`src/rtl/rfpi_pkg.sv`:
```
package rfpi_pkg;
  typedef enum logic [1:0] {
    OP_NOP = 2'b00,
    OP_MOV = 2'b01,
    OP_INC = 2'b10,
    OP_MPI = 2'b11
  } rfpi_op_e;
endpackage

```
`src/rtl/rfpi_route.sv`:
```
module rfpi_route
  import rfpi_pkg::*;
#(
  parameter int W    = 8,
  parameter int IDXW = 3
) (
  input  logic            fire,
  input  logic [1:0]      op,
  input  logic [IDXW-1:0] src,
  input  logic [IDXW-1:0] dst,
  input  logic [W-1:0]    src_val,
  output logic            cp_en,
  output logic [IDXW-1:0] cp_idx,
  output logic [W-1:0]    cp_dat,
  output logic            up_en,
  output logic [IDXW-1:0] up_idx,
  output logic [W-1:0]    up_dat
);
  rfpi_op_e opc;
  assign opc = rfpi_op_e'(op);

  // copy path: source value toward the target
  always_comb begin
    cp_en  = fire && (opc == OP_MOV || opc == OP_MPI);
    cp_idx = dst;
    cp_dat = src_val;
  end

  // increment path: source+1 back toward the source (wraps)
  always_comb begin
    up_en  = fire && (opc == OP_INC || opc == OP_MPI);
    up_idx = src;
    up_dat = src_val + W'(1);
  end
endmodule

```
`src/rtl/rfpi_merge.sv`:
```
module rfpi_merge #(
  parameter int NREG = 8,
  parameter int W    = 8,
  parameter int IDXW = 3
) (
  input  logic            cp_en,
  input  logic [IDXW-1:0] cp_idx,
  input  logic [W-1:0]    cp_dat,
  input  logic            up_en,
  input  logic [IDXW-1:0] up_idx,
  input  logic [W-1:0]    up_dat,
  output logic [NREG-1:0] we,
  output logic [W-1:0]    wd [NREG]
);
  for (genvar i = 0; i < NREG; i++) begin : g_node
    logic hit_cp, hit_up;
    assign hit_cp = cp_en && (cp_idx == IDXW'(i));
    assign hit_up = up_en && (up_idx == IDXW'(i));
    assign we[i]  = hit_cp | hit_up;
    // wired-AND: an absent driver contributes all ones
    assign wd[i]  = (hit_cp ? cp_dat : {W{1'b1}}) & (hit_up ? up_dat : {W{1'b1}});
  end
endmodule

```
`src/rtl/rfpi_bank.sv`:
```
module rfpi_bank #(
  parameter int NREG = 8,
  parameter int W    = 8
) (
  input  logic            clk,
  input  logic            rst,
  input  logic [NREG-1:0] we,
  input  logic [W-1:0]    wd [NREG],
  output logic [W-1:0]    q  [NREG]
);
  for (genvar i = 0; i < NREG; i++) begin : g_reg
    always_ff @(posedge clk) begin
      if (rst)        q[i] <= '0;
      else if (we[i]) q[i] <= wd[i];
    end

    p_reset_clear_r1: assert property (@(posedge clk) rst |=> (q[i] == '0))
      else $error("register %0d not cleared by reset", i);

    p_hold_unwritten_r7: assert property (@(posedge clk) disable iff (rst)
      !we[i] |=> $stable(q[i]))
      else $error("register %0d changed without a write", i);
  end
endmodule

```
`src/rtl/rfpi_core.sv`:
```
module rfpi_core
  import rfpi_pkg::*;
#(
  parameter int NREG = 8,
  parameter int W    = 8,
  localparam int IDXW = $clog2(NREG)
) (
  input  logic              clk,
  input  logic              rst,
  input  logic              in_valid,
  output logic              in_ready,
  input  logic [1:0]        in_op,
  input  logic [IDXW-1:0]   in_src,
  input  logic [IDXW-1:0]   in_dst,
  output logic [NREG*W-1:0] dbg_regs
);
  logic            fire;
  logic [W-1:0]    q  [NREG];
  logic [W-1:0]    wd [NREG];
  logic [NREG-1:0] we;
  logic [W-1:0]    src_val;
  logic            cp_en, up_en;
  logic [IDXW-1:0] cp_idx, up_idx;
  logic [W-1:0]    cp_dat, up_dat;

  assign in_ready = !rst;
  assign fire     = in_valid && in_ready;
  assign src_val  = q[in_src];

  rfpi_route #(.W(W), .IDXW(IDXW)) u_route (
    .fire(fire), .op(in_op), .src(in_src), .dst(in_dst), .src_val(src_val),
    .cp_en(cp_en), .cp_idx(cp_idx), .cp_dat(cp_dat),
    .up_en(up_en), .up_idx(up_idx), .up_dat(up_dat)
  );

  rfpi_merge #(.NREG(NREG), .W(W), .IDXW(IDXW)) u_merge (
    .cp_en(cp_en), .cp_idx(cp_idx), .cp_dat(cp_dat),
    .up_en(up_en), .up_idx(up_idx), .up_dat(up_dat),
    .we(we), .wd(wd)
  );

  rfpi_bank #(.NREG(NREG), .W(W)) u_bank (
    .clk(clk), .rst(rst), .we(we), .wd(wd), .q(q)
  );

  for (genvar k = 0; k < NREG; k++) begin : g_dbg
    assign dbg_regs[k*W +: W] = q[k];
  end

  p_ready_follows_reset_r8: assert property (@(posedge clk) in_ready == !rst)
    else $error("ready does not track reset");

  p_mov_copy_r2: assert property (@(posedge clk) disable iff (rst)
    (fire && in_op == 2'b01) |=> (q[$past(in_dst)] == $past(src_val)))
    else $error("move did not copy source");

  p_inc_wrap_r3: assert property (@(posedge clk) disable iff (rst)
    (fire && in_op == 2'b10) |=> (q[$past(in_src)] == W'($past(src_val) + W'(1))))
    else $error("increment wrong");

  p_mpi_split_r4: assert property (@(posedge clk) disable iff (rst)
    (fire && in_op == 2'b11 && in_src != in_dst) |=>
      (q[$past(in_dst)] == $past(src_val)) &&
      (q[$past(in_src)] == W'($past(src_val) + W'(1))))
    else $error("post-increment move wrong");

  p_mpi_same_and_r5: assert property (@(posedge clk) disable iff (rst)
    (fire && in_op == 2'b11 && in_src == in_dst) |=>
      (q[$past(in_src)] == ($past(src_val) & W'($past(src_val) + W'(1)))))
    else $error("same-register post-increment not wired-AND");

  p_idle_stable_r6: assert property (@(posedge clk) disable iff (rst)
    (!in_valid || in_op == 2'b00) |=> $stable(dbg_regs))
    else $error("registers changed while idle");
endmodule

```
`config.mk`:
```
export PLATFORM = sky130hd
export DESIGN_NAME = rfpi_core
export DESIGN_NICKNAME = d
export VERILOG_FILES = /design/src/rtl/rfpi_pkg.sv /design/src/rtl/rfpi_route.sv /design/src/rtl/rfpi_merge.sv /design/src/rtl/rfpi_bank.sv /design/src/rtl/rfpi_core.sv
export SDC_FILE = /design/constraint.sdc
export NUM_CORES = 1
export LEC_CHECK = 0
export BUFFER_PORTS_ARGS = -buffer_cell sky130_fd_sc_hd__clkbuf_2
export CORE_MARGIN = 4
export CORE_UTILIZATION = 40
export CTS_CLUSTER_DIAMETER = 50
export CTS_CLUSTER_SIZE = 12
export DETAILED_ROUTE_END_ITERATION = 8
export PLACE_DENSITY = 0.66
export SLEW_MARGIN = 20
export SYNTH_ARGS = -nofsm -noshare
export SYNTH_HDL_FRONTEND = slang
export SYNTH_SLANG_ARGS = --single-unit
```
`constraint.sdc`:
```
create_clock -name clk -period 3.2 [get_ports clk]
set_input_delay 0.32 -clock clk [delete_from_list [all_inputs] [get_ports clk]]
set_output_delay 0.32 -clock clk [all_outputs]
set_load 0.1 [all_outputs]
```
==> impl_results.md, run 1 <==
- P per Cell Area: 410.6 nW/um^2
- Wire length per cell: 21.62 um
- Syn. warnings: 0
- Post-synth EDFFs: 0
- TritonCTS buffer count: 9
- Largest register by flop count: u_bank.q
- Maxcap violations: 0
- Static leakage: between 1.5 and 2 nW
- HPWL Detailed: roughly 10000 um
- Crit path time final: about 2700 ps
- Vias/cell: approximately 6.4
- Synth Register Bits: 64
- CTS tree: done
- DR iter-0 viols: ~370
- # setup viols final: 0
- Multiplexer area fraction after synthesis: 0.1452
- Status: complete, no violations
- # H-tree levels: 3
- Kind of critical path: primary input to flop
- Area contributors post-synth: dfxtp_1 (33%), mux4_1 (8.1%), nor2_1 (7.0%)
- Largest family of logic cells by synthesized area: compound AO/OA/AOI/OAI gates
- First-pass GRT wire length: between 20000 and 25000 um
- Worst setup EP type: flop
- Ratio of cells with drive above 1 in the final layout: 0.2690
- Number of cells upsized or downsized after cts: 0
- CTS root buf: clkbuf_8
- Antenna cell count: 0
- Top Registers: u_bank.q x64
- DRC: 0
- Core Rows: 35
- Vias in the first global route: 4094
- Clk buf depth: 2
- Reg clk slew, reported paths: 80 ps
- Net Count, Synth: about 460
- Post-Synthesis Cells: ~450
- Die area: around 11000 um^2
- Routability cong.: 0.9266
- Pin count of the biggest net entering global routing: 33
- XOR/XNOR Fraction of Synth Area: 0.009012
- Synth Area in Compound Gates: 0.2324
- Post-Synth Simple-Gate Area: 0.2308
- Hold Vio Cnt, Final: 0
- Initial Utilization: 0.4148
- Commonest cells in the netlist: nor2_1 (73), dfxtp_1 (64), nand2_1 (33)
- Antenna violations before repair: 0
- Adder-Cell Fraction of Synth Area: 0.003219
- Clock Skews: approximately 13 ps
- Post-CTS setup buffers: 0
- Ys flop type: dfxtp_1
- Post-route ant nets: 0
- Core ar.: approximately 9400 um^2
- Max-slew violation count: 0
- Syn_area_per_cell: about 8.6 um^2
- GRT Resource Usage Total: 0.2546
- Synth Cell Area: between 3000 and 4000 um^2
- Fin nets: between 500 and 600
- Worst slew margin: 0.3687
- Post-Route WL: between 10000 and 15000 um
- Total clock sinks: 64
- Die Y-Extent: between 100 and 150 um
- Final setup TNS: 0 ps
- Most frequent cell after synthesis: nor2_1
- F_max: 370.3 MHz
- Synth top area share: 0.3296
- Yosys top cell by area: dfxtp_1
- CP Launch Type: primary input
- Worst Path Arrival: 2890 ps
- Clock latency on the worst-skew pair: 350 ps
- Final period util: 0.8440
- Synth cell types: 59
- Peak VDD IR: ~170 uV
- Hold depth: 4
- Post-synthesis sequential area ratio: 0.3296
- Drt pass-1 iters: 5
- Hold_buf cts: 0
- PortBufs: 75
- Grt total ovfl: 0
- Critical Path Fanout Max: 9
- Hold Slack: about 480 ps
- R2R depth: 9
- Max FFs per register: 64
- Via count: 4247
- RSZ-0062 raised after global routing: no
- Die W: between 100 and 150 um
- Synth async-reset ratio: 0
- Worst slew pin tran: ~940 ps
- P&R area growth vs syn: 20.98%
- Ports: 76
- CP Data Required Time: about 3400 ps
- Worst Hold Class: primary input to flop
==> per-stage QoR <==
stage	area, um^2	instances	power [mW]	setup slack [ps]	utilization
final	4703	668	1.931	499.2	0.5019
after global routing	4703	668	1.981	317.9	0.5019
after CTS	4703	668	1.922	582.3	0.5019
after detailed placement	4497	652	1.204	223.3	0.4798
after global placement	4497	652	1.201	341.7	0.4798
after floorplan	3887	451	1.117	73.58	-
==> final timing paths <==
kind                                  start                   endpoint  slack, ps
setup / recovery                  in_src[0]  u_bank.q[44]$_SDFFE_PP0P_        500
setup reg to reg  u_bank.q[40]$_SDFFE_PP0P_  u_bank.q[44]$_SDFFE_PP0P_        510
hold / removal                    in_dst[2]  u_bank.q[25]$_SDFFE_PP0P_        480
hold reg to reg   u_bank.q[25]$_SDFFE_PP0P_  u_bank.q[25]$_SDFFE_PP0P_        540
==> kinds of logic after synthesis <==
kind of cell             Yosys count
AND/OR/NAND/NOR                  181
AO/OA/AOI/OAI                    125
flip-flops                        64
buffers and inverters             42
multiplexers                      34
XOR/XNOR                           4
adder cells (fa/ha/maj)            1
==> final cells by class <==
class                   instances  area, um^2
clock buffers                  11       151.4
clock inverters                 5       55.05
fillers                       943        4668
inverters                       7       26.28
multi-input cells             345        2412
flip-flops and latches         64        1281
well taps                     129       161.4
repair buffers                107       615.6
==> cell usage in the layout (no fill, tap or decap), types with 3 or more instances in the layout <==
cell / netlist / layout
a2111oi_0: 14 / 14
a2111oi_2: 4 / 4
a211oi_1: 10 / 10
a21oi_1: 24 / 24
a221oi_1: 10 / 10
and2_1: 3 / 3
and3_1: 9 / 9
buf_4: 3 / 32
clkbuf_2: 0 / 75
clkbuf_8: 0 / 11
dfxtp_1: 64 / 64
inv_1: 6 / 6
mux2_2: 3 / 3
mux2i_1: 17 / 17
mux4_1: 12 / 12
nand2_1: 33 / 33
nand2b_1: 4 / 4
nand3_1: 9 / 9
nand4_1: 7 / 7
nor2_1: 73 / 73
nor2b_1: 3 / 3
nor3_1: 10 / 10
nor4_1: 5 / 5
o2111ai_1: 5 / 5
o21ai_0: 23 / 23
o221a_2: 3 / 3
o221ai_1: 5 / 5
o22ai_1: 13 / 13
o32ai_1: 3 / 3
or2_2: 5 / 5
or3_1: 5 / 5
xnor2_1: 3 / 3
==> power by group <==
part / switching, mW / internal [mW]
registers: 0.0184 / 0.815
clock network: 0.340 / 0.400
logic: 0.275 / 0.0831
total: 0.633 / 1.30
==> critical path, stage by stage <==
cell	delay, ps
clkbuf_2	290
mux4_1	710
nand2_1	110
and2_1	150
inv_1	100
ha_1	250
inv_1	110
nor3_1	60
o21ai_1	610
a211oi_1	180
==> layer usage <==
metal | vias up | routed length (um) | part of all wire | global-route usage
li1 | 1909 | - | - | -
met1 | 2010 | 6134 | 0.42 | 0.3512
met2 | 285 | 6550 | 0.45 | 0.3894
met3 | 43 | 1322 | 0.092 | 0.04816
met4 | 0 | 432 | 0.030 | 0.1096
met5 | - | 0 | 0 | 0
Note: power is estimated with default switching activity, not from simulation.
==> run 2, diff against run 1 <==
--- a/config.mk
+++ b/config.mk
@@ -5,6 +5,7 @@
 export SDC_FILE = /design/constraint.sdc
 export NUM_CORES = 1
 export LEC_CHECK = 0
+export ABC_AREA = 1
 export BUFFER_PORTS_ARGS = -buffer_cell sky130_fd_sc_hd__clkbuf_2
 export CORE_MARGIN = 4
 export CORE_UTILIZATION = 40
==> constraint.sdc (replaced) <==
create_clock -name clk -period 2.62 [get_ports clk]
set_input_delay 0.262 -clock clk [delete_from_list [all_inputs] [get_ports clk]]
set_output_delay 0.262 -clock clk [all_outputs]
set_load 0.1 [all_outputs]
==> run 2 against run 1 <==
Sequential power increased by 22%; die area decreased by 4.6%; non-clock buffer count down 12; clock power is 13% higher; sequential share of layout area increased by 1.7 points; first-iteration DRC count grew 21%; final cell count is 15% higher; global-route usage increased by 1.5 points; synthesized cell count increased by 26%; clock skew down 4.5 ps; total power up 18%; core utilization fell by 0.19 points.
==> impl_results.md, run 2 <==
- Drt pass-1 iters: 6
- Total clock sinks: 64
- Syn_area_per_cell: about 6.5 um^2
- Top Registers: u_bank.q x64
- Most frequent cell after synthesis: nand2_1
- Post-Synthesis Cells: 569
- # H-tree levels: 3
- Worst setup EP type: flop
- Die area: 10830 um^2
- Vias/cell: 5.788
- Post-route ant nets: 0
- F_max: roughly 470 MHz
- Layout Cell Area excl Fill: 4424 um^2
- Area contributors post-synth: dfxtp_1 (35%), nand2_1 (18%), o21ai_0 (6.5%)
- Hold Slack: around 500 ps
- Static leakage: 2.425 nW
- Placed cell area: between 4000 and 5000 um^2
- Ys flop type: dfxtp_1
- DRT met1 WL: slightly above 6000 um
- Clk buf depth: 2
- Synth async-reset ratio: 0
- Hold Vio Cnt, Final: 0
- Commonest cells in the netlist: nand2_1 (180), dfxtp_1 (64), inv_1 (63)
- Initial Utilization: 0.4174
- Hold depth: 5
- Pin count of the biggest net entering global routing: 66
- Fin nets: 669
- CTS tree: done
- Kind of critical path: primary input to flop
- Die Y-Extent: 104.1 um
- Max-slew violation count: 0
- Synth Register Bits: 64
- Final period util: 0.8041
- RSZ-0062 raised after global routing: no
- Yosys top cell by area: dfxtp_1
- Antenna cell count: 0
- Post-synth EDFFs: 0
- P per Cell Area: between 500 and 600 nW/um^2
- Max FFs per register: 64
- DR WL met2: 6315 um
- Critical Path Fanout Max: 9
- Grt total ovfl: 0
- PortBufs: between 70 and 80
- DR iter-0 viols: ~450
- Via count: roughly 4500
- TritonCTS buffer count: 9
- Worst slew pin tran: just over 600 ps
- Vias in the first global route: approximately 4200
- Routability cong.: slightly above 1
- Post-route insts no fill: approximately 770
- Core ar.: 8848 um^2
- Post-Route WL: approximately 15000 um
- Crit path time final: 2107 ps
- Synth cell types: 32
- Maxcap violations: 0
- Met3 wire len: approximately 1700 um
- Hold_buf cts: 0
- CP Data Required Time: 2900 ps
- P&R area growth vs syn: 19.78%
- Ports: between 70 and 80
- CP Launch Type: primary input
- # setup viols final: 0
- Commonest non-fill, non-tap cell in the layout: nand2_1
- Top layer in use: met4
- Synth top area share: 0.3469
- Reg clk slew, reported paths: 70 ps
- Net Count, Synth: 581
- Post-CTS setup buffers: 0
- CTS root buf: clkbuf_8
- First-pass GRT wire length: 22970 um
- Largest register by flop count: u_bank.q
- Clock Skews: roughly 8.2 ps
- Post-synthesis sequential area ratio: 0.3469
- Worst Path Arrival: approximately 2400 ps
- Clock latency on the worst-skew pair: 340 ps
- Antenna violations before repair: 0
- Ratio of cells with drive above 1 in the final layout: 0.2073
- Worst slew margin: 0.5882
- HPWL Detailed: 10530 um
- Number of cells upsized or downsized after cts: 0
- Wire length per cell: ~19 um
- Syn. warnings: 0
- Core Rows: 34
- Peak VDD IR: 267.4 uV
- Status: complete, no violations
- Final setup TNS: 0 ps
- DRC: 0
- Synth Cell Area: approximately 3700 um^2
- Die W: ~100 um
- R2R depth: 13
- Placed cell count: 754
- Most frequent cells in the layout: nand2_1 (180), clkbuf_2 (75), dfxtp_1 (64)
- GRT Resource Usage Total: 0.2693
- Worst Hold Class: primary input to flop
[run 2: layer usage]
layer  vias to the layer above  global-route usage
met5                         -                   0
met4                         0              0.1244
met3                        51             0.08504
met2                       286              0.4058
met1                      2051              0.3499
li1                       2063                   -
[run 2: final timing paths]
| check | from | end | slack [ps] |
|---|---|---|---|
| hold / removal | in_dst[1] | u_bank.q[24]$_SDFFE_PP0P_ | 500 |
| setup reg to reg | u_bank.q[17]$_SDFFE_PP0P_ | u_bank.q[52]$_SDFFE_PP0P_ | 570 |
| hold reg to reg | u_bank.q[32]$_SDFFE_PP0P_ | u_bank.q[32]$_SDFFE_PP0P_ | 530 |
| setup / recovery | in_src[1] | u_bank.q[52]$_SDFFE_PP0P_ | 510 |
[run 2: cell families after synthesis]
logic type               count (synthesis)  share of synthesized area
flip-flops                              64                     0.3469
AND/OR/NAND/NOR                        276                     0.3171
buffers and inverters                   87                     0.1016
adder cells (fa/ha/maj)                  1                   0.003387
XOR/XNOR                                 2                   0.006777
AO/OA/AOI/OAI                          139                     0.2243
[run 2: cell type report]
| type | instances | area, um^2 |
|---|---|---|
| repair buffers | 95 | 525.5 |
| multi-input cells | 418 | 2037 |
| flip-flops and latches | 64 | 1281 |
| inverters | 69 | 259.0 |
| clock buffers | 11 | 141.4 |
| well taps | 108 | 135.1 |
| clock inverters | 4 | 45.04 |
| fillers | 963 | 4424 |
[run 2: power by group]
group | switching (mW) | leakage, nW | total (mW) | internal, mW
Combinational | 0.346 | 1.81 | 0.426 | 0.0807
Sequential | 0.0208 | 0.518 | 1.02 | 0.997
Clock | 0.378 | 0.0989 | 0.833 | 0.456
[run 2: critical path, cell delays in order]
cell and delay, ps:
clkbuf_2 270, inv_2 120, nor2_2 260, a21oi_1 150
nand3_1 120, nand2_2 60, inv_1 70, ha_1 180
inv_1 60, nor2_2 180, nand2_1 110, xnor2_2 380
nor2_1 80, nor2_1 90
[run 2: metrics by stage]
stage	utilization	power [mW]	worst slack [ps]
6_report	0.5000	2.277	513.2
5_1_grt	0.5000	2.360	263.3
4_1_cts	0.5000	2.278	570.4
3_5_place_dp	0.4789	1.457	236.1
3_3_place_gp	0.4789	1.453	341.6
2_1_floorplan	-	1.361	1.522
==> run 3, diff against run 2 <==
==> constraint.sdc (replaced) <==
create_clock -name clk -period 2.1 [get_ports clk]
set_input_delay 0.21 -clock clk [delete_from_list [all_inputs] [get_ports clk]]
set_output_delay 0.21 -clock clk [all_outputs]
set_load 0.1 [all_outputs]
==> run 3 against run 2 <==
Routed wire length up 1.8%; worst setup slack got worse by 310 ps; design area increased by 5.7%; total power up 22%; sequential power increased by 24%; sequential share of layout area fell by 0.25 points; register-to-register slack worse by 370 ps; largest cell class unchanged; largest power group unchanged.
==> impl_results.md, run 3 (synthesis results as in run 2) <==
- Status: complete, no violations
- Ports: 76
- Hold Vio Cnt, Final: 0
- Die area: around 11000 um^2
- HPWL Detailed: between 10000 and 15000 um
- Reg clk slew, reported paths: around 80 ps
- CTS tree: done
- Max FFs per register: 64
- Core Rows: 34
- Wire length per cell: ~19 um
- Static leakage: 2.520 nW
- Max-slew violation count: 0
- Total power: about 2.8 mW
- Total clock sinks: 64
- DR iter-0 viols: roughly 470
- Clock Skews: about 12 ps
- Cell Chain, Critical Path: inv_1, nor2_1, a21oi_1, nand3_1, nand2_2, inv_2, ha_2, xor2_1, a211oi_1
- Critical Path Fanout Max: 8
- Die W: ~100 um
- Final period util: 0.9038
- Filler instances: ~900
- CTS root buf: clkbuf_8
- Core ar.: ~9000 um^2
- CP max-delay cell: xor2_1
- Worst Path Arrival: ~2100 ps
- Vias in the first global route: approximately 4200
- P&R area growth vs syn: 26.59%
- Post-route ant nets: 0
- Finished Core Util: 0.5284
- PortBufs: 75
- Kind of critical path: flop to flop
- # setup viols final: 0
- Clk buf depth: 2
- TritonCTS buffer count: 9
- Post-CTS setup buffers: 0
- Worst slew margin: 0.5711
- Worst path max stage delay: 530 ps
- Largest register by flop count: u_bank.q
- Worst setup EP type: flop
- Antenna violations before repair: 0
- Crit path time final: 1898 ps
- Grt total ovfl: 0
- Vias/cell: around 5.6
- Top Registers: u_bank.q x64
- DRC: 0
- Initial Utilization: 0.4174
- Post-Route WL: roughly 15000 um
- GRT Resource Usage Total: 0.2745
- Number of cells upsized or downsized after cts: 0
- Maxcap violations: 0
- Hold_buf cts: 0
- CP Data Required Time: roughly 2300 ps
- Worst slew pin tran: between 600 and 700 ps
- Ratio of cells with drive above 1 in the final layout: 0.2840
- First-pass GRT wire length: 23440 um
- Die Y-Extent: roughly 100 um
- F_max: between 500 and 600 MHz
- Hold Slack: 472.5 ps
- Final setup TNS: 0 ps
- P per Cell Area: ~590 nW/um^2
- CP Launch Type: flop
- Clock latency on the worst-skew pair: between 300 and 400 ps
- Routability cong.: just under 1
- Worst Hold Class: primary input to flop
- Via count: around 4400
- Most frequent cells in the layout: nand2_1 (180), clkbuf_2 (73), inv_1 (62)
- Antenna cell count: 0
- Fin nets: 690
- Pin count of the biggest net entering global routing: between 60 and 70
- # H-tree levels: 3
- Peak VDD IR: roughly 320 uV
- RSZ-0062 raised after global routing: no
- Drt pass-1 iters: 5
- Commonest non-fill, non-tap cell in the layout: nand2_1
==> run 3: cell count changes in the layout (fill, tap and decap cells not counted), moves of 2 or more <==
| cell | before | now |
|---|---|---|
| dfxtp_1 | 64 | 31 |
| dfxtp_4 | 0 | 8 |
| clkbuf_2 | 75 | 73 |
| buf_4 | 20 | 41 |
| clkinv_2 | 3 | 1 |
| dfxtp_2 | 0 | 25 |
| clkinvlp_4 | 0 | 4 |
==> run 3: final timing paths <==
path | startpoint | end | slack (ps) | depth (start not counted)
hold reg to reg | u_bank.q[32]$_SDFFE_PP0P_ | u_bank.q[32]$_SDFFE_PP0P_ | 530 | 2
hold / removal | in_src[2] | u_bank.q[33]$_SDFFE_PP0P_ | 470 | 5
setup reg to reg | u_bank.q[32]$_SDFFE_PP0P_ | u_bank.q[2]$_SDFFE_PP0P_ | 200 | 9
setup / recovery | u_bank.q[32]$_SDFFE_PP0P_ | u_bank.q[2]$_SDFFE_PP0P_ | 200 | 9
==> run 3: area by class of cell <==
class                      instances  area [um^2]  share of cell area
inverter                          69        259.0             0.05539
clock buffer                       9        123.9             0.02649
tap                              108        135.1             0.02890
clock inverter                     7        47.55             0.01017
multi-input combinational        418         2069              0.4426
timing repair buffer             116        698.2              0.1493
sequential                        64         1343              0.2871
==> run 3: per-layer routing <==
metal,GRT usage,part of all wire
met5,0,0
met2,0.4206,0.43
met4,0.09212,0.032
met1,0.3728,0.42
met3,0.07387,0.12
==> run 3: worst max-delay path, delay by kind of cell (launching register included) <==
kind,cells,cell delay [ps]
XOR/XNOR,1,530
adder cells (fa/ha/maj),1,170
flip-flops,1,350
AND/OR/NAND/NOR,3,260
buffers and inverters,2,90
AO/OA/AOI/OAI,2,330
==> run 3: stage by stage <==
stage,worst slack (ps),std cells,instance area (um^2)
global placement,-90.42,775,4479
global route,11.71,791,4676
detailed placement,-131.0,775,4479
finish,202.0,791,4676
floorplan,0.9441,569,3762
CTS,205.2,791,4651
==> run 3: where the power goes <==
group	switching [mW]	internal, mW
clock	0.529	0.425
sequential	0.0258	1.24
combinational	0.435	0.120
total	0.990	1.78
